**config.mk**
```make
export PLATFORM = sky130hd
export DESIGN_NAME = shared_period_pwm
export DESIGN_NICKNAME = d
export VERILOG_FILES = /design/src/rtl/spwm_pkg.sv /design/src/rtl/spwm_regfile.sv /design/src/rtl/spwm_tick_gen.sv /design/src/rtl/spwm_period_ctr.sv /design/src/rtl/spwm_cmp_chan.sv /design/src/rtl/shared_period_pwm.sv
export SDC_FILE = /design/constraint.sdc
export NUM_CORES = 1
export LEC_CHECK = 0
export CAP_MARGIN = 20
export CORE_AREA = 4 4 104 106
export CTS_BUF_LIST = sky130_fd_sc_hd__clkbuf_8 sky130_fd_sc_hd__clkbuf_16
export DETAILED_ROUTE_END_ITERATION = 10
export DIE_AREA = 0 0 108 110
export GPL_TIMING_DRIVEN = 0
export SETUP_SLACK_MARGIN = 0.2
export SLEW_MARGIN = 20
export SYNTH_ARGS = -nofsm -noshare
export SYNTH_HDL_FRONTEND = slang
export SYNTH_SLANG_ARGS = --single-unit
```
**constraint.sdc**
```tcl
create_clock -name clk -period 4 [get_ports clk]
set_input_delay 0.4 -clock clk [delete_from_list [all_inputs] [get_ports clk]]
set_output_delay 0.4 -clock clk [all_outputs]
set_load 0.02 [all_outputs]
```
**src/rtl/spwm_pkg.sv**
```systemverilog
// Package: shared constants for the shared-period PWM bank.
// Assumes byte addressing with 32-bit registers on a 4-byte stride.
package spwm_pkg;
    localparam int unsigned CTRL_OFS   = 32'h50;  // control word offset
    localparam int unsigned IEN_OFS    = 32'h54;  // interrupt-enable word offset
    localparam int unsigned NIB_W      = 4;       // width of one divider nibble
    localparam int unsigned DIV_LO_LSB = 0;       // low divider nibble position
    localparam int unsigned DIV_HI_LSB = 11;      // high divider nibble position
    localparam int unsigned RUN_BIT    = 9;       // global enable position
    localparam int unsigned MAX_CH     = CTRL_OFS / 4; // duty slots below control
endpackage

```
**src/rtl/spwm_regfile.sv**
```systemverilog
// Module: spwm_regfile
// Holds the programmed (shadow) duty words, control word and interrupt
// enable. Masks unused bits on write, ignores unmapped writes, and returns
// registered read data. Assumes NUM_CH <= spwm_pkg::MAX_CH.
module spwm_regfile
    import spwm_pkg::*;
#(
    parameter int unsigned NUM_CH = 1,
    parameter int unsigned CNT_W  = 8,
    parameter int unsigned DIV_W  = 8,
    parameter int unsigned AW     = 8,
    parameter int unsigned DW     = 32
) (
    input  logic                    clk,
    input  logic                    rst_n,
    input  logic                    bus_wr,
    input  logic                    bus_rd,
    input  logic [AW-1:0]           bus_addr,
    input  logic [DW-1:0]           bus_wdata,
    output logic [DW-1:0]           bus_rdata,
    output logic [NUM_CH*CNT_W-1:0] prog_duty_flat,
    output logic [DIV_W-1:0]        prog_div,
    output logic                    glob_en
);
    localparam int unsigned HI_W = DIV_W - NIB_W;
    localparam logic [DW-1:0] DUTY_MASK = DW'((64'd1 << CNT_W) - 64'd1);
    localparam logic [DW-1:0] CTRL_MASK =
        DW'(((64'd1 << NIB_W) - 64'd1) << DIV_LO_LSB) |
        DW'(((64'd1 << HI_W) - 64'd1) << DIV_HI_LSB) |
        DW'(64'd1 << RUN_BIT);
    localparam logic [DW-1:0] IEN_MASK  = DW'(1);

    logic [DW-1:0] duty_q [NUM_CH];
    logic [DW-1:0] ctrl_q;
    logic [DW-1:0] ien_q;
    logic [DW-1:0] rd_val;
    logic          hit_ctrl;
    logic          hit_ien;

    assign hit_ctrl = (bus_addr == AW'(CTRL_OFS));
    assign hit_ien  = (bus_addr == AW'(IEN_OFS));

    genvar g;
    generate
        for (g = 0; g < NUM_CH; g++) begin : g_duty
            // Per-channel duty word: load masked data on a matching write.
            always_ff @(posedge clk) begin
                if (!rst_n)
                    duty_q[g] <= '0;
                else if (bus_wr && (bus_addr == AW'(g * 4)))
                    duty_q[g] <= bus_wdata & DUTY_MASK;
            end
            assign prog_duty_flat[g*CNT_W +: CNT_W] = duty_q[g][CNT_W-1:0];
        end
    endgenerate

    // Control word: divider nibbles and global enable.
    always_ff @(posedge clk) begin
        if (!rst_n)
            ctrl_q <= '0;
        else if (bus_wr && hit_ctrl)
            ctrl_q <= bus_wdata & CTRL_MASK;
    end

    // Interrupt-enable word: stored only, no interrupt logic behind it.
    always_ff @(posedge clk) begin
        if (!rst_n)
            ien_q <= '0;
        else if (bus_wr && hit_ien)
            ien_q <= bus_wdata & IEN_MASK;
    end

    assign prog_div = {ctrl_q[DIV_HI_LSB +: HI_W], ctrl_q[DIV_LO_LSB +: NIB_W]};
    assign glob_en  = ctrl_q[RUN_BIT];

    // Read selection: unmapped offsets return zero.
    always_comb begin
        rd_val = '0;
        if (hit_ctrl)
            rd_val = ctrl_q;
        else if (hit_ien)
            rd_val = ien_q;
        else begin
            for (int k = 0; k < NUM_CH; k++) begin
                if (bus_addr == AW'(k * 4))
                    rd_val = duty_q[k];
            end
        end
    end

    // Registered read data, zero when no read is strobed.
    always_ff @(posedge clk) begin
        if (!rst_n)
            bus_rdata <= '0;
        else
            bus_rdata <= bus_rd ? rd_val : '0;
    end
endmodule

```
**src/rtl/spwm_tick_gen.sv**
```systemverilog
// Module: spwm_tick_gen
// Clock divider that pulses tick once every (div_act + 1) clocks while run is
// high. Assumes div_act changes only at a wrap or while stopped.
module spwm_tick_gen #(
    parameter int unsigned DIV_W = 8
) (
    input  logic             clk,
    input  logic             rst_n,
    input  logic             run,
    input  logic [DIV_W-1:0] div_act,
    output logic             tick
);
    logic [DIV_W-1:0] div_q;

    assign tick = run && (div_q == div_act);

    // Divider count: parked at zero when stopped, restarts after each tick.
    always_ff @(posedge clk) begin
        if (!rst_n || !run)
            div_q <= '0;
        else if (div_q == div_act)
            div_q <= '0;
        else
            div_q <= div_q + 1'b1;
    end
endmodule

```
**src/rtl/spwm_period_ctr.sv**
```systemverilog
// Module: spwm_period_ctr
// Shared period counter: advances on each tick and wraps naturally at
// 2**CNT_W. Flags the wrapping tick so that the shadow values can load.
module spwm_period_ctr #(
    parameter int unsigned CNT_W = 8
) (
    input  logic             clk,
    input  logic             rst_n,
    input  logic             run,
    input  logic             tick,
    output logic [CNT_W-1:0] cnt,
    output logic             wrap
);
    assign wrap = tick && (cnt == '1);

    // Period count: held at zero when stopped, steps by one per tick.
    always_ff @(posedge clk) begin
        if (!rst_n || !run)
            cnt <= '0;
        else if (tick)
            cnt <= cnt + 1'b1;
    end
endmodule

```
**src/rtl/spwm_cmp_chan.sv**
```systemverilog
// Module: spwm_cmp_chan
// One output channel: high while running and count <= active duty.
// Assumes the count and duty come from registers, so the output has no
// glitches driven from the bus.
module spwm_cmp_chan #(
    parameter int unsigned CNT_W = 8
) (
    input  logic             run,
    input  logic [CNT_W-1:0] cnt,
    input  logic [CNT_W-1:0] duty_act,
    output logic             pwm
);
    // Compare: a duty of all ones therefore keeps the output high.
    always_comb pwm = run && (cnt <= duty_act);
endmodule

```
**src/rtl/shared_period_pwm.sv**
```systemverilog
// Module: shared_period_pwm (top)
// Multi-channel PWM with one shared divider and counter. The registered
// running flag lags the enable bit by one clock, so the active values
// pick up the latest programmed values before counting starts. Active
// values reload only at a wrap while running. Assumes NUM_CH <= 20.
module shared_period_pwm
    import spwm_pkg::*;
#(
    parameter int unsigned NUM_CH = 1,
    parameter int unsigned CNT_W  = 8,
    parameter int unsigned DIV_W  = 8,
    parameter int unsigned AW     = 8,
    parameter int unsigned DW     = 32
) (
    input  logic              clk,
    input  logic              rst_n,
    input  logic              bus_wr,
    input  logic              bus_rd,
    input  logic [AW-1:0]     bus_addr,
    input  logic [DW-1:0]     bus_wdata,
    output logic [DW-1:0]     bus_rdata,
    output logic [NUM_CH-1:0] pwm_out
);
    localparam int unsigned DUTY_BITS = NUM_CH * CNT_W;

    logic [DUTY_BITS-1:0] prog_duty_flat;
    logic [DUTY_BITS-1:0] act_duty_flat;
    logic [DIV_W-1:0]     prog_div;
    logic [DIV_W-1:0]     act_div;
    logic                 glob_en;
    logic                 run_q;
    logic                 tick;
    logic                 wrap;
    logic [CNT_W-1:0]     cnt;
    logic                 load_act;

    spwm_regfile #(
        .NUM_CH(NUM_CH), .CNT_W(CNT_W), .DIV_W(DIV_W), .AW(AW), .DW(DW)
    ) u_regs (
        .clk            (clk),
        .rst_n          (rst_n),
        .bus_wr         (bus_wr),
        .bus_rd         (bus_rd),
        .bus_addr       (bus_addr),
        .bus_wdata      (bus_wdata),
        .bus_rdata      (bus_rdata),
        .prog_duty_flat (prog_duty_flat),
        .prog_div       (prog_div),
        .glob_en        (glob_en)
    );

    // Running flag: follows the enable bit one clock late.
    always_ff @(posedge clk) begin
        if (!rst_n)
            run_q <= 1'b0;
        else
            run_q <= glob_en;
    end

    assign load_act = !run_q || wrap;

    // Active values: track the programmed values while stopped, else update at wrap.
    always_ff @(posedge clk) begin
        if (!rst_n) begin
            act_div       <= '0;
            act_duty_flat <= '0;
        end else if (load_act) begin
            act_div       <= prog_div;
            act_duty_flat <= prog_duty_flat;
        end
    end

    spwm_tick_gen #(.DIV_W(DIV_W)) u_tick (
        .clk     (clk),
        .rst_n   (rst_n),
        .run     (run_q),
        .div_act (act_div),
        .tick    (tick)
    );

    spwm_period_ctr #(.CNT_W(CNT_W)) u_ctr (
        .clk   (clk),
        .rst_n (rst_n),
        .run   (run_q),
        .tick  (tick),
        .cnt   (cnt),
        .wrap  (wrap)
    );

    genvar g;
    generate
        for (g = 0; g < NUM_CH; g++) begin : g_chan
            spwm_cmp_chan #(.CNT_W(CNT_W)) u_cmp (
                .run      (run_q),
                .cnt      (cnt),
                .duty_act (act_duty_flat[g*CNT_W +: CNT_W]),
                .pwm      (pwm_out[g])
            );
        end
    endgenerate
endmodule

```
==> impl_metrics.xml, run 1 <==
<?xml version="1.0" encoding="UTF-8"?>
<metrics>
  <group name="finish">
    <metric name="post_route_cells_drive_above_1_share" unit="">0.119</metric>
    <metric name="final_nets" unit="">420</metric>
    <metric name="antenna_diode_count" unit="">0</metric>
    <metric name="finalCoreUtilization" unit="">0.384</metric>
    <metric name="layout.area.seq" unit="sq mm">0.00136</metric>
    <metric name="multiInputGateArea" unit="sq mm">0.00138</metric>
    <metric name="final.fill_count" unit="">1004</metric>
    <metric name="layout-area-overhead-vs-synth" unit="%">28.3</metric>
  </group>
  <group name="floorplanning">
    <metric name="initial_utilization" unit="">0.299</metric>
    <metric name="ios" unit="">77</metric>
    <metric name="floorplan.die.width" unit="um">108</metric>
    <metric name="floorplan.die_area" unit="sq mm">0.0119</metric>
    <metric name="die-height" unit="um">110</metric>
    <metric name="placeableCoreArea" unit="sq mm">0.00977</metric>
    <metric name="fp-row-count" unit="">36</metric>
  </group>
  <group name="synth">
    <metric name="post_synth_and_or_nand_nor_area_fraction" unit="">0.219</metric>
    <metric name="yosysMostFrequentCell" unit="">sky130_fd_sc_hd__dfxtp_1</metric>
    <metric name="netlist_top_cells_area" unit="">sky130_fd_sc_hd__dfxtp_1, sky130_fd_sc_hd__mux2i_1, sky130_fd_sc_hd__edfxtp_1, sky130_fd_sc_hd__buf_4, sky130_fd_sc_hd__xnor2_1</metric>
    <metric name="ys_types" unit="">37</metric>
    <metric name="ys_async_sr_fraction" unit="">0</metric>
    <metric name="synth_edf_count" unit="">8</metric>
    <metric name="muxShareOfSynthArea" unit="">0.0924</metric>
    <metric name="yosysSeqAreaShare" unit="">0.465</metric>
    <metric name="main_synth_ff_type" unit="">sky130_fd_sc_hd__dfxtp_1</metric>
    <metric name="synth_top_family_by_area" unit="">simple AND/OR/NAND/NOR gates</metric>
    <metric name="synth.ff_latch_count" unit="">64</metric>
    <metric name="synth_common_cells" unit="">sky130_fd_sc_hd__dfxtp_1, sky130_fd_sc_hd__nand2_1, sky130_fd_sc_hd__mux2i_1</metric>
    <metric name="post_synth_fa_ha_maj_area_fraction" unit="">0.0428</metric>
    <metric name="synthDominantCellAreaShare" unit="">0.383</metric>
    <metric name="ys.warnings.count" unit="">0</metric>
    <metric name="netlist_area" unit="sq mm">0.00293</metric>
    <metric name="compound_cell_area_share_of_the_yosys_netlist" unit="">0.0312</metric>
    <metric name="avg_cell_area_syn" unit="sq um">9.78</metric>
    <metric name="synth-xor-area-share" unit="">0.0629</metric>
    <metric name="yosysTopAreaCell" unit="">sky130_fd_sc_hd__dfxtp_1</metric>
    <metric name="synth_cells" unit="">299</metric>
  </group>
  <group name="drt">
    <metric name="initialDrtViolationCount" unit="">34</metric>
    <metric name="routed-via-count" unit="">2061</metric>
    <metric name="wl_per_cell" unit="um">11.0</metric>
    <metric name="drt-pass1-iter-count" unit="">4</metric>
    <metric name="antenna_left" unit="">0</metric>
    <metric name="mean_number_of_vias_per_cell" unit="">4.09</metric>
    <metric name="routed_wl" unit="um">5520</metric>
    <metric name="detail_route.drc_violations" unit="">0</metric>
  </group>
  <group name="global_routing">
    <metric name="antenna_found_initial" unit="">0</metric>
    <metric name="gr-total-overflow" unit="">0</metric>
    <metric name="grt_start_max_net_pins" unit="">13</metric>
    <metric name="first_pass_grt_wire_length" unit="um">9370</metric>
    <metric name="all_layer_gr_usage" unit="">0.101</metric>
    <metric name="via_count_of_the_first_global_routing_pass" unit="">1995</metric>
  </group>
  <group name="sta">
    <metric name="timing.final.setup_violations" unit="">0</metric>
    <metric name="worst_clock_skew" unit="ns">0.0124</metric>
    <metric name="timing.fmax" unit="MHz">365</metric>
    <metric name="timing_max_transition_violations_final" unit="">0</metric>
    <metric name="timing.hold.ws" unit="ns">0.465</metric>
    <metric name="hold_viol_final" unit="">0</metric>
    <metric name="period_share" unit="">0.685</metric>
    <metric name="rsz_0062_raised_after_global_routing" unit="">false</metric>
    <metric name="maxSlewHeadroom" unit="">0.354</metric>
    <metric name="timing.final.crit_period" unit="ns">2.74</metric>
    <metric name="postLayoutSetupSlackWorst" unit="ns">1.26</metric>
    <metric name="tns" unit="ns">0</metric>
    <metric name="worst_max_slew_pin_slew" unit="ns">0.962</metric>
  </group>
  <group name="placement">
    <metric name="total_half_perimeter_wirelength_after_legalization_and_detailed_placement" unit="um">4280</metric>
    <metric name="dp_slack" unit="ns">1.58</metric>
    <metric name="port_buffers" unit="">38</metric>
    <metric name="gpl.final_weighted_congestion" unit="">0.805</metric>
  </group>
  <group name="clock_network">
    <metric name="clkTransAtPathRegs" unit="ns">0.08</metric>
    <metric name="cts.sinks" unit="">64</metric>
    <metric name="cts-buffers-inserted" unit="">9</metric>
    <metric name="cts.htree.levels" unit="">3</metric>
    <metric name="tritoncts" unit="">built</metric>
    <metric name="max-clock-path-buffers" unit="">2</metric>
    <metric name="cts.repair.resized" unit="">0</metric>
    <metric name="cts_setup_buffers" unit="">0</metric>
    <metric name="cts-hold-fix-buffers" unit="">0</metric>
    <metric name="cts_root_buffer" unit="">sky130_fd_sc_hd__clkbuf_8</metric>
    <metric name="insertion_delay" unit="ns">0.34</metric>
  </group>
  <group name="critical_path">
    <metric name="crit_path_end_kind" unit="">primary output</metric>
    <metric name="worstPathRequired" unit="ns">3.60</metric>
    <metric name="r2r_start" unit="">u_tick.div_q[0]</metric>
    <metric name="worst_setup_path_start_kind" unit="">register</metric>
    <metric name="critPathSlowestCell" unit="">sky130_fd_sc_hd__clkdlybuf4s50_1</metric>
    <metric name="timing.reg2reg.worst_path_depth" unit="">6</metric>
    <metric name="cp_num_buf_inv" unit="">2</metric>
    <metric name="timing.rr.end" unit="">u_tick.div_q[5]</metric>
    <metric name="path_delay_family" unit="">buffers and inverters</metric>
    <metric name="crit_fanout" unit="">2</metric>
    <metric name="path_cells" unit="">inv_1 -&gt; ha_1 -&gt; a21o_1 -&gt; a21oi_1 -&gt; nor2b_1 -&gt; o22ai_1 -&gt; o311a_1 -&gt; clkdlybuf4s50_1</metric>
    <metric name="slowest_delay" unit="ns">0.61</metric>
    <metric name="r2r_setup_slack" unit="ns">2.30</metric>
    <metric name="startpoint" unit="">act_duty_flat[5]</metric>
    <metric name="worst_ep_arrival_time" unit="ns">2.34</metric>
    <metric name="crit_type" unit="">register to primary output</metric>
  </group>
  <group name="worst_hold_path">
    <metric name="timing.hold.worst_path_depth" unit="">2</metric>
    <metric name="holdPathEnd" unit="">act_duty_flat[3]</metric>
    <metric name="hold_path.class" unit="">register to register</metric>
    <metric name="holdCritStartpoint" unit="">act_duty_flat[3]</metric>
  </group>
  <group name="power">
    <metric name="design_power_total" unit="mW">1.34</metric>
    <metric name="power_density" unit="mW/mm^2">357</metric>
    <metric name="peakVddDrop" unit="mV">0.206</metric>
    <metric name="cellLeakagePower" unit="nW">1.39</metric>
  </group>
  <group name="flow_run">
    <metric name="timing.max_cap.violations" unit="">0</metric>
  </group>
  <group name="run_status">
    <metric name="status" unit="">finished, final reports clean</metric>
  </group>
</metrics>
[placed cells by master (no fill, tap or decap), types with 8 or more instances in the layout]
| cell type | netlist | routed |
|---|---|---|
| sky130_fd_sc_hd__and2_1 | 20 | 20 |
| sky130_fd_sc_hd__nor2b_1 | 12 | 12 |
| sky130_fd_sc_hd__buf_4 | 20 | 20 |
| sky130_fd_sc_hd__edfxtp_1 | 8 | 8 |
| sky130_fd_sc_hd__nand3_1 | 12 | 12 |
| sky130_fd_sc_hd__clkbuf_8 | 0 | 9 |
| sky130_fd_sc_hd__inv_1 | 12 | 13 |
| sky130_fd_sc_hd__nor2_1 | 21 | 21 |
| sky130_fd_sc_hd__dfxtp_1 | 56 | 56 |
| sky130_fd_sc_hd__mux2i_1 | 27 | 27 |
| sky130_fd_sc_hd__xnor2_1 | 16 | 16 |
| sky130_fd_sc_hd__nand2_1 | 36 | 36 |
| sky130_fd_sc_hd__conb_1 | 1 | 19 |
| sky130_fd_sc_hd__clkdlybuf4s50_1 | 0 | 38 |
| sky130_fd_sc_hd__ha_1 | 10 | 10 |
[sequential cells by signal (all words and copies together), names as in the netlist]
| signal | flops |
|---|---|
| act_div | 8 |
| u_regs.ien_q | 1 |
| u_regs.duty_q | 8 |
| u_tick.div_q | 8 |
| u_ctr.cnt | 8 |
| act_duty_flat | 8 |
| run_q | 1 |
| u_regs.ctrl_q | 9 |
| u_regs.bus_rdata | 13 |
[area by class of cell]
type                            instances  area share
Clock buffer                            9      0.0330
Sequential cell                        64       0.363
Tap cell                              133      0.0443
Multi-Input combinational cell        213       0.368
Buffer                                 28      0.0547
Inverter                               12      0.0120
Clock inverter                          7      0.0237
Timing Repair Buffer                   38       0.101
[power by group]
group | switching (mW) | internal, mW
clock | 0.247 | 0.346
sequential | 0.00438 | 0.658
combinational | 0.0411 | 0.0442
[layer usage]
| metal | vias up | part of all wire | wire length, um | track usage |
|---|---|---|---|---|
| li1 | 1088 | - | - | - |
| met1 | 915 | 0.46 | 2550 | 0.125 |
| met2 | 47 | 0.47 | 2580 | 0.163 |
| met3 | 11 | 0.051 | 281 | 0.0280 |
| met4 | 0 | 0.020 | 113 | 0.0487 |
| met5 | - | 0 | 0 | 0 |
[tightest hold or removal path, delay by kind of cell (launching register included)]
family / cells / cell delay [ns]
flip-flops: 1 / 0.31
AND/OR/NAND/NOR: 1 / 0.05
multiplexers: 1 / 0.05
[per-stage QoR]
step                      cells  cell area [sq um]
after floorplan             317               2990
after global placement      488               3540
after detailed placement    488               3540
after CTS                   504               3750
after global routing        504               3750
final                       504               3750
[worst max-delay path by stage]
| stage | end | slack (ns) | cells past startpoint |
|---|---|---|---|
| after floorplan | pwm_out | 2.22 | 7 |
| after global placement | u_regs.bus_rdata[2] | 1.59 | 5 |
| after detailed placement | u_regs.bus_rdata[2] | 1.58 | 5 |
| after CTS | pwm_out | 1.21 | 8 |
| after global routing | pwm_out | 1.13 | 8 |
| final | pwm_out | 1.26 | 8 |
[cells by family after synthesis]
family,Yosys count
fa+ha+maj,10
simple gates,123
buf+inv,40
xor+xnor,21
compound gates,13
flops,64
other cells,1
mux,27
Power figures use the tool's default switching activity.
==> run 2: changes to the inputs <==
==> constraint.sdc (replaced) <==
create_clock -name clk -period 2.8 [get_ports clk]
set_input_delay 0.28 -clock clk [delete_from_list [all_inputs] [get_ports clk]]
set_output_delay 0.28 -clock clk [all_outputs]
set_load 0.02 [all_outputs]
==> impl_metrics.xml, run 2 (synthesized netlist as in run 1, its figures left out) <==
<?xml version="1.0" encoding="UTF-8"?>
<metrics>
  <group name="finish">
    <metric name="fin_area" unit="sq mm">0.00375</metric>
    <metric name="layout_common_cells" unit="">sky130_fd_sc_hd__dfxtp_1, sky130_fd_sc_hd__clkdlybuf4s50_1, sky130_fd_sc_hd__nand2_1</metric>
    <metric name="antenna_diode_count" unit="">0</metric>
    <metric name="final_nets" unit="">420</metric>
    <metric name="layoutNonFillerInstCount" unit="">504</metric>
    <metric name="post_route_cells_drive_above_1_share" unit="">0.119</metric>
    <metric name="finalCoreUtilization" unit="">0.384</metric>
    <metric name="multiInputGateArea" unit="sq mm">0.00138</metric>
    <metric name="final.fill_count" unit="">1005</metric>
    <metric name="layout.area.seq" unit="sq mm">0.00136</metric>
    <metric name="layout-area-overhead-vs-synth" unit="%">28.2</metric>
    <metric name="final_common_cell" unit="">sky130_fd_sc_hd__dfxtp_1</metric>
    <metric name="registers.top_by_ff_count" unit="">u_regs.bus_rdata</metric>
    <metric name="largest_register_ffs" unit="">13</metric>
    <metric name="top_regs" unit="">u_regs.bus_rdata (13), u_regs.ctrl_q (9)</metric>
  </group>
  <group name="sta">
    <metric name="worst_max_slew_pin_slew" unit="ns">0.962</metric>
    <metric name="hold_viol_final" unit="">0</metric>
    <metric name="period_share" unit="">0.837</metric>
    <metric name="timing.final.crit_period" unit="ns">2.34</metric>
    <metric name="maxSlewHeadroom" unit="">0.354</metric>
    <metric name="timing.hold.ws" unit="ns">0.465</metric>
    <metric name="tns" unit="ns">0</metric>
    <metric name="worst_clock_skew" unit="ns">0.0124</metric>
    <metric name="timing.final.setup_violations" unit="">0</metric>
    <metric name="timing_max_transition_violations_final" unit="">0</metric>
    <metric name="rsz_0062_raised_after_global_routing" unit="">false</metric>
    <metric name="timing.fmax" unit="MHz">426</metric>
  </group>
  <group name="floorplanning">
    <metric name="initial_utilization" unit="">0.299</metric>
    <metric name="fp-row-count" unit="">36</metric>
    <metric name="floorplan.die_area" unit="sq mm">0.0119</metric>
    <metric name="ios" unit="">77</metric>
    <metric name="die-height" unit="um">110</metric>
    <metric name="floorplan.die.width" unit="um">108</metric>
    <metric name="placeableCoreArea" unit="sq mm">0.00977</metric>
  </group>
  <group name="flow_run">
    <metric name="timing.max_cap.violations" unit="">0</metric>
  </group>
  <group name="drt">
    <metric name="routed_wl" unit="um">5520</metric>
    <metric name="wl_per_cell" unit="um">11.0</metric>
    <metric name="detail_route.drc_violations" unit="">0</metric>
    <metric name="mean_number_of_vias_per_cell" unit="">4.09</metric>
    <metric name="initialDrtViolationCount" unit="">34</metric>
    <metric name="drt-pass1-iter-count" unit="">4</metric>
    <metric name="routed-via-count" unit="">2061</metric>
    <metric name="antenna_left" unit="">0</metric>
  </group>
  <group name="worst_hold_path">
    <metric name="hold_path.class" unit="">register to register</metric>
  </group>
  <group name="placement">
    <metric name="total_half_perimeter_wirelength_after_legalization_and_detailed_placement" unit="um">4280</metric>
    <metric name="port_buffers" unit="">38</metric>
    <metric name="gpl.final_weighted_congestion" unit="">0.805</metric>
    <metric name="dpl-instance-area" unit="sq mm">0.00354</metric>
    <metric name="placed_cells" unit="">488</metric>
  </group>
  <group name="power">
    <metric name="p_sw_frac" unit="">0.218</metric>
    <metric name="power.clock.fraction" unit="">0.442</metric>
    <metric name="power_density" unit="mW/mm^2">511</metric>
    <metric name="cellLeakagePower" unit="nW">1.39</metric>
    <metric name="peakVddDrop" unit="mV">0.294</metric>
    <metric name="flop_pwr_share" unit="">0.494</metric>
    <metric name="comb_power_share" unit="">0.064</metric>
    <metric name="switching_power" unit="mW">0.417</metric>
    <metric name="power_report.internal_total" unit="mW">1.50</metric>
  </group>
  <group name="clock_network">
    <metric name="max-clock-path-buffers" unit="">2</metric>
    <metric name="cts_setup_buffers" unit="">0</metric>
    <metric name="cts_root_buffer" unit="">sky130_fd_sc_hd__clkbuf_8</metric>
    <metric name="tritoncts" unit="">built</metric>
    <metric name="cts.sinks" unit="">64</metric>
    <metric name="insertion_delay" unit="ns">0.34</metric>
    <metric name="clkTransAtPathRegs" unit="ns">0.08</metric>
    <metric name="cts.htree.levels" unit="">3</metric>
    <metric name="cts-buffers-inserted" unit="">9</metric>
  </group>
  <group name="critical_path">
    <metric name="worst_setup_path_start_kind" unit="">register</metric>
    <metric name="r2r_setup_slack" unit="ns">1.10</metric>
    <metric name="worst_ep_arrival_time" unit="ns">2.06</metric>
    <metric name="timing.rr.end" unit="">u_tick.div_q[5]</metric>
    <metric name="startpoint" unit="">act_duty_flat[5]</metric>
    <metric name="crit_type" unit="">register to primary output</metric>
    <metric name="timing.reg2reg.worst_path_depth" unit="">6</metric>
    <metric name="crit_fanout" unit="">2</metric>
    <metric name="critPathCapture" unit="">pwm_out</metric>
    <metric name="r2r_start" unit="">u_tick.div_q[0]</metric>
    <metric name="worstPathRequired" unit="ns">2.52</metric>
    <metric name="crit_path_end_kind" unit="">primary output</metric>
  </group>
  <group name="run_status">
    <metric name="status" unit="">finished, final reports clean</metric>
  </group>
  <group name="global_routing">
    <metric name="gr-total-overflow" unit="">0</metric>
    <metric name="grt_start_max_net_pins" unit="">13</metric>
    <metric name="via_count_of_the_first_global_routing_pass" unit="">1995</metric>
    <metric name="all_layer_gr_usage" unit="">0.101</metric>
    <metric name="first_pass_grt_wire_length" unit="um">9370</metric>
    <metric name="antenna_found_initial" unit="">0</metric>
  </group>
</metrics>
-- run 2: routing by layer --
metal / up-vias / global-route usage / share of wire
met1: 915 / 0.125 / 0.46
met2: 47 / 0.163 / 0.47
met3: 11 / 0.0280 / 0.051
met4: 0 / 0.0487 / 0.020
met5: - / 0 / 0
li1: 1088 / - / -
-- run 2: power groups by stage --
stage / sequential (mW) / clock [mW] / combinational [mW]
floorplan: 0.966 / 0 / 0.0767
global placement: 0.967 / 0 / 0.121
detailed placement: 0.968 / 0 / 0.122
CTS: 0.946 / 0.875 / 0.123
global route: 0.948 / 0.909 / 0.136
finish: 0.947 / 0.847 / 0.122
-- run 2: repair_timing --
item / 4_1_cts / 5_1_grt
hold buffers: 0 / 0
gates resized for setup: 1 / 0
setup endpoints to repair: 1 / 0
-- run 2: metrics by stage --
step                      total power [mW]  worst slack (ns)
after floorplan                       1.04              1.14
after global placement                1.09             0.506
after detailed placement              1.09             0.497
after CTS                             1.94             0.407
after global routing                  1.99             0.325
final                                 1.92             0.455
-- run 2: final cells by class --
type	instances	share of cell area
Multi-Input combinational cell	213	0.368
Sequential cell	64	0.363
Timing Repair Buffer	38	0.101
Buffer	28	0.0547
Tap cell	133	0.0444
Clock buffer	9	0.0330
Clock inverter	7	0.0237
Inverter	12	0.0120
-- run 2: worst min path at each step --
stage                       end  depth (start not counted)              from  slack, ns
6_report       act_duty_flat[3]                          2  act_duty_flat[3]       0.46
5_1_grt        act_duty_flat[7]                          2  act_duty_flat[7]       0.48
4_1_cts        act_duty_flat[3]                          2  act_duty_flat[3]       0.47
3_5_place_dp   act_duty_flat[3]                          2  act_duty_flat[3]       0.46
3_3_place_gp   act_duty_flat[3]                          2  act_duty_flat[3]       0.45
2_1_floorplan  act_duty_flat[4]                          2  act_duty_flat[4]       0.44
-- run 2: critical path, cell delays in order (launching register included) --
cell and delay (ns):
sky130_fd_sc_hd__dfxtp_1 0.34, sky130_fd_sc_hd__inv_1 0.06, sky130_fd_sc_hd__ha_1 0.30, sky130_fd_sc_hd__a21o_1 0.18, sky130_fd_sc_hd__a21oi_1 0.13, sky130_fd_sc_hd__nor2b_1 0.05, sky130_fd_sc_hd__o22ai_1 0.12, sky130_fd_sc_hd__o311a_1 0.20
sky130_fd_sc_hd__dlygate4sd2_1 0.34
==> run 3: changes to the inputs <==
==> constraint.sdc (replaced) <==
create_clock -name clk -period 1.89 [get_ports clk]
set_input_delay 0.189 -clock clk [delete_from_list [all_inputs] [get_ports clk]]
set_output_delay 0.189 -clock clk [all_outputs]
set_load 0.02 [all_outputs]
==> impl_metrics.xml, run 3 (synthesized netlist as in run 1, its figures left out) <==
<?xml version="1.0" encoding="UTF-8"?>
<metrics>
  <group name="critical_path">
    <metric name="worst_ep_arrival_time" unit="ns">1.74</metric>
    <metric name="r2r_start" unit="">u_tick.div_q[4]</metric>
    <metric name="crit_type" unit="">register to primary output</metric>
    <metric name="worst_setup_path_start_kind" unit="">register</metric>
    <metric name="worstPathRequired" unit="ns">1.70</metric>
    <metric name="crit_fanout" unit="">2</metric>
    <metric name="r2r_setup_slack" unit="ns">0.31</metric>
    <metric name="timing.reg2reg.worst_path_depth" unit="">7</metric>
    <metric name="crit_path_end_kind" unit="">primary output</metric>
    <metric name="timing.rr.end" unit="">act_duty_flat[6]</metric>
  </group>
  <group name="drt">
    <metric name="drt-pass1-iter-count" unit="">4</metric>
    <metric name="dr.max_layer_used" unit="">met4</metric>
    <metric name="antenna_left" unit="">0</metric>
    <metric name="detail_route.drc_violations" unit="">0</metric>
    <metric name="routed-via-count" unit="">2067</metric>
    <metric name="routed_wl" unit="um">5730</metric>
    <metric name="wl_per_cell" unit="um">11.4</metric>
    <metric name="initialDrtViolationCount" unit="">30</metric>
    <metric name="mean_number_of_vias_per_cell" unit="">4.10</metric>
    <metric name="dr_wl_met2" unit="um">2730</metric>
    <metric name="total_met3_wirelength_after_detailed_routing" unit="um">302</metric>
    <metric name="routedLengthMet1" unit="um">2570</metric>
  </group>
  <group name="finish">
    <metric name="fin_area" unit="sq mm">0.00388</metric>
    <metric name="antenna_diode_count" unit="">0</metric>
    <metric name="registers.top_by_ff_count" unit="">u_regs.bus_rdata</metric>
    <metric name="post_route_cells_drive_above_1_share" unit="">0.191</metric>
    <metric name="layoutNonFillerInstCount" unit="">504</metric>
    <metric name="layout-area-overhead-vs-synth" unit="%">32.7</metric>
    <metric name="final_common_cell" unit="">sky130_fd_sc_hd__dfxtp_1</metric>
    <metric name="largest_register_ffs" unit="">13</metric>
    <metric name="layout_common_cells" unit="">sky130_fd_sc_hd__dfxtp_1, sky130_fd_sc_hd__clkdlybuf4s50_1, sky130_fd_sc_hd__nand2_1</metric>
    <metric name="final_nets" unit="">420</metric>
    <metric name="top_regs" unit="">u_regs.bus_rdata (13), u_regs.ctrl_q (9)</metric>
  </group>
  <group name="global_routing">
    <metric name="gr-total-overflow" unit="">0</metric>
    <metric name="antenna_found_initial" unit="">0</metric>
    <metric name="first_pass_grt_wire_length" unit="um">9470</metric>
    <metric name="grt_start_max_net_pins" unit="">13</metric>
    <metric name="all_layer_gr_usage" unit="">0.102</metric>
    <metric name="via_count_of_the_first_global_routing_pass" unit="">2011</metric>
  </group>
  <group name="placement">
    <metric name="dpl-instance-area" unit="sq mm">0.00354</metric>
    <metric name="placed_cells" unit="">488</metric>
    <metric name="total_half_perimeter_wirelength_after_legalization_and_detailed_placement" unit="um">4280</metric>
    <metric name="gpl.final_weighted_congestion" unit="">0.805</metric>
    <metric name="port_buffers" unit="">38</metric>
  </group>
  <group name="power">
    <metric name="peakVddDrop" unit="mV">0.433</metric>
    <metric name="flop_pwr_share" unit="">0.491</metric>
    <metric name="cellLeakagePower" unit="nW">1.42</metric>
    <metric name="comb_power_share" unit="">0.067</metric>
    <metric name="power_density" unit="mW/mm^2">734</metric>
    <metric name="power.clock.fraction" unit="">0.442</metric>
    <metric name="p_sw_frac" unit="">0.221</metric>
    <metric name="power_report.internal_total" unit="mW">2.22</metric>
    <metric name="switching_power" unit="mW">0.628</metric>
  </group>
  <group name="clock_network">
    <metric name="tritoncts" unit="">built</metric>
    <metric name="cts.htree.levels" unit="">3</metric>
    <metric name="cts-hold-fix-buffers" unit="">0</metric>
    <metric name="cts_root_buffer" unit="">sky130_fd_sc_hd__clkbuf_8</metric>
    <metric name="insertion_delay" unit="ns">0.34</metric>
    <metric name="cts-buffers-inserted" unit="">9</metric>
    <metric name="max-clock-path-buffers" unit="">2</metric>
    <metric name="clkTransAtPathRegs" unit="ns">0.07</metric>
    <metric name="cts.sinks" unit="">64</metric>
  </group>
  <group name="floorplanning">
    <metric name="floorplan.die_area" unit="sq mm">0.0119</metric>
    <metric name="ios" unit="">77</metric>
    <metric name="fp-row-count" unit="">36</metric>
    <metric name="floorplan.die.width" unit="um">108</metric>
    <metric name="placeableCoreArea" unit="sq mm">0.00977</metric>
    <metric name="die-height" unit="um">110</metric>
    <metric name="initial_utilization" unit="">0.299</metric>
  </group>
  <group name="sta">
    <metric name="worst_clock_skew" unit="ns">0.0122</metric>
    <metric name="hold_viol_final" unit="">0</metric>
    <metric name="timing.final.crit_period" unit="ns">1.92</metric>
    <metric name="postLayoutSetupSlackWorst" unit="ns">-0.0350</metric>
    <metric name="period_share" unit="">1.02</metric>
    <metric name="timing.final.setup_violations" unit="">1</metric>
    <metric name="timing.fmax" unit="MHz">519</metric>
    <metric name="timing_max_transition_violations_final" unit="">0</metric>
    <metric name="rsz_0062_raised_after_global_routing" unit="">true</metric>
  </group>
  <group name="run_status">
    <metric name="status" unit="">finished with violations</metric>
    <metric name="failed_checks" unit="">setup timing</metric>
  </group>
  <group name="worst_hold_path">
    <metric name="holdPathEnd" unit="">act_duty_flat[2]</metric>
    <metric name="holdCritStartpoint" unit="">act_duty_flat[2]</metric>
    <metric name="hold_path.class" unit="">register to register</metric>
    <metric name="timing.hold.worst_path_depth" unit="">2</metric>
  </group>
  <group name="flow_run">
    <metric name="timing.max_cap.violations" unit="">0</metric>
  </group>
</metrics>
-- run 3: cell count changes in the layout (fill, tap and decap cells not counted), sizes merged --
cell,delta
dlygate4sd2,-1
clkbuf,-1
buf,+2
-- run 3: worst max path at each step --
stage	slack, ns	cells after the start	start	end
after global placement	-0.31	5	rst_n	u_regs.bus_rdata[2]
final	-0.03	8	act_duty_flat[1]	pwm_out
after CTS	-0.1	8	act_duty_flat[1]	pwm_out
after floorplan	0.32	7	act_duty_flat[5]	pwm_out
after global routing	-0.11	8	act_duty_flat[5]	pwm_out
after detailed placement	-0.32	5	rst_n	u_regs.bus_rdata[2]
-- run 3: per-stage QoR --
stage,worst slack [ns],total power [mW],utilization,hold slack [ns],TNS (ns)
after CTS,-0.0967,2.89,0.389,0.466,-0.0967
after global routing,-0.112,2.96,0.397,0.482,-0.112
after detailed placement,-0.322,1.61,0.362,0.457,-4.89
after global placement,-0.313,1.61,0.362,0.448,-4.66
final,-0.0350,2.85,0.397,0.465,-0.0350
after floorplan,0.322,1.54,-,0.355,0
-- run 3: timing repair --
action	CTS	global route
pin swaps	6	3
setup endpoints to repair	17	23
gates resized for setup	20	15
setup buffers	0	1
hold endpoints to repair	0	0
-- run 3: critical path: stages, from the launching register on --
cell	delay [ns]
sky130_fd_sc_hd__dfxtp_2	0.34
sky130_fd_sc_hd__inv_2	0.04
sky130_fd_sc_hd__ha_4	0.26
sky130_fd_sc_hd__nor2b_4	0.13
sky130_fd_sc_hd__o21ai_2	0.05
sky130_fd_sc_hd__nand2b_1	0.06
sky130_fd_sc_hd__a21oi_1	0.06
sky130_fd_sc_hd__o311a_1	0.32
sky130_fd_sc_hd__buf_6	0.14
-- run 3: area by class of cell --
| type | instances | area, sq um |
|---|---|---|
| flip-flops and latches | 64 | 1380 |
| clock buffers | 9 | 124 |
| repair buffers | 39 | 389 |
| fillers | 983 | 5890 |
| multi-input cells | 213 | 1490 |
| inverters | 12 | 45.0 |
| plain buffers | 27 | 201 |
| well taps | 133 | 166 |
| clock inverters | 7 | 88.8 |
-- run 3: power groups by stage --
stage	clock [mW]	sequential, mW	combinational (mW)
global placement	0	1.43	0.179
finish	1.26	1.40	0.191
CTS	1.30	1.40	0.188
detailed placement	0	1.43	0.181
floorplan	0	1.43	0.114
global route	1.35	1.40	0.211
-- run 3: per-layer routing --
metal / vias to the layer above / track usage
met5: - / 0
met4: 0 / 0.0460
met3: 11 / 0.0320
met2: 49 / 0.168
met1: 919 / 0.123
li1: 1088 / -
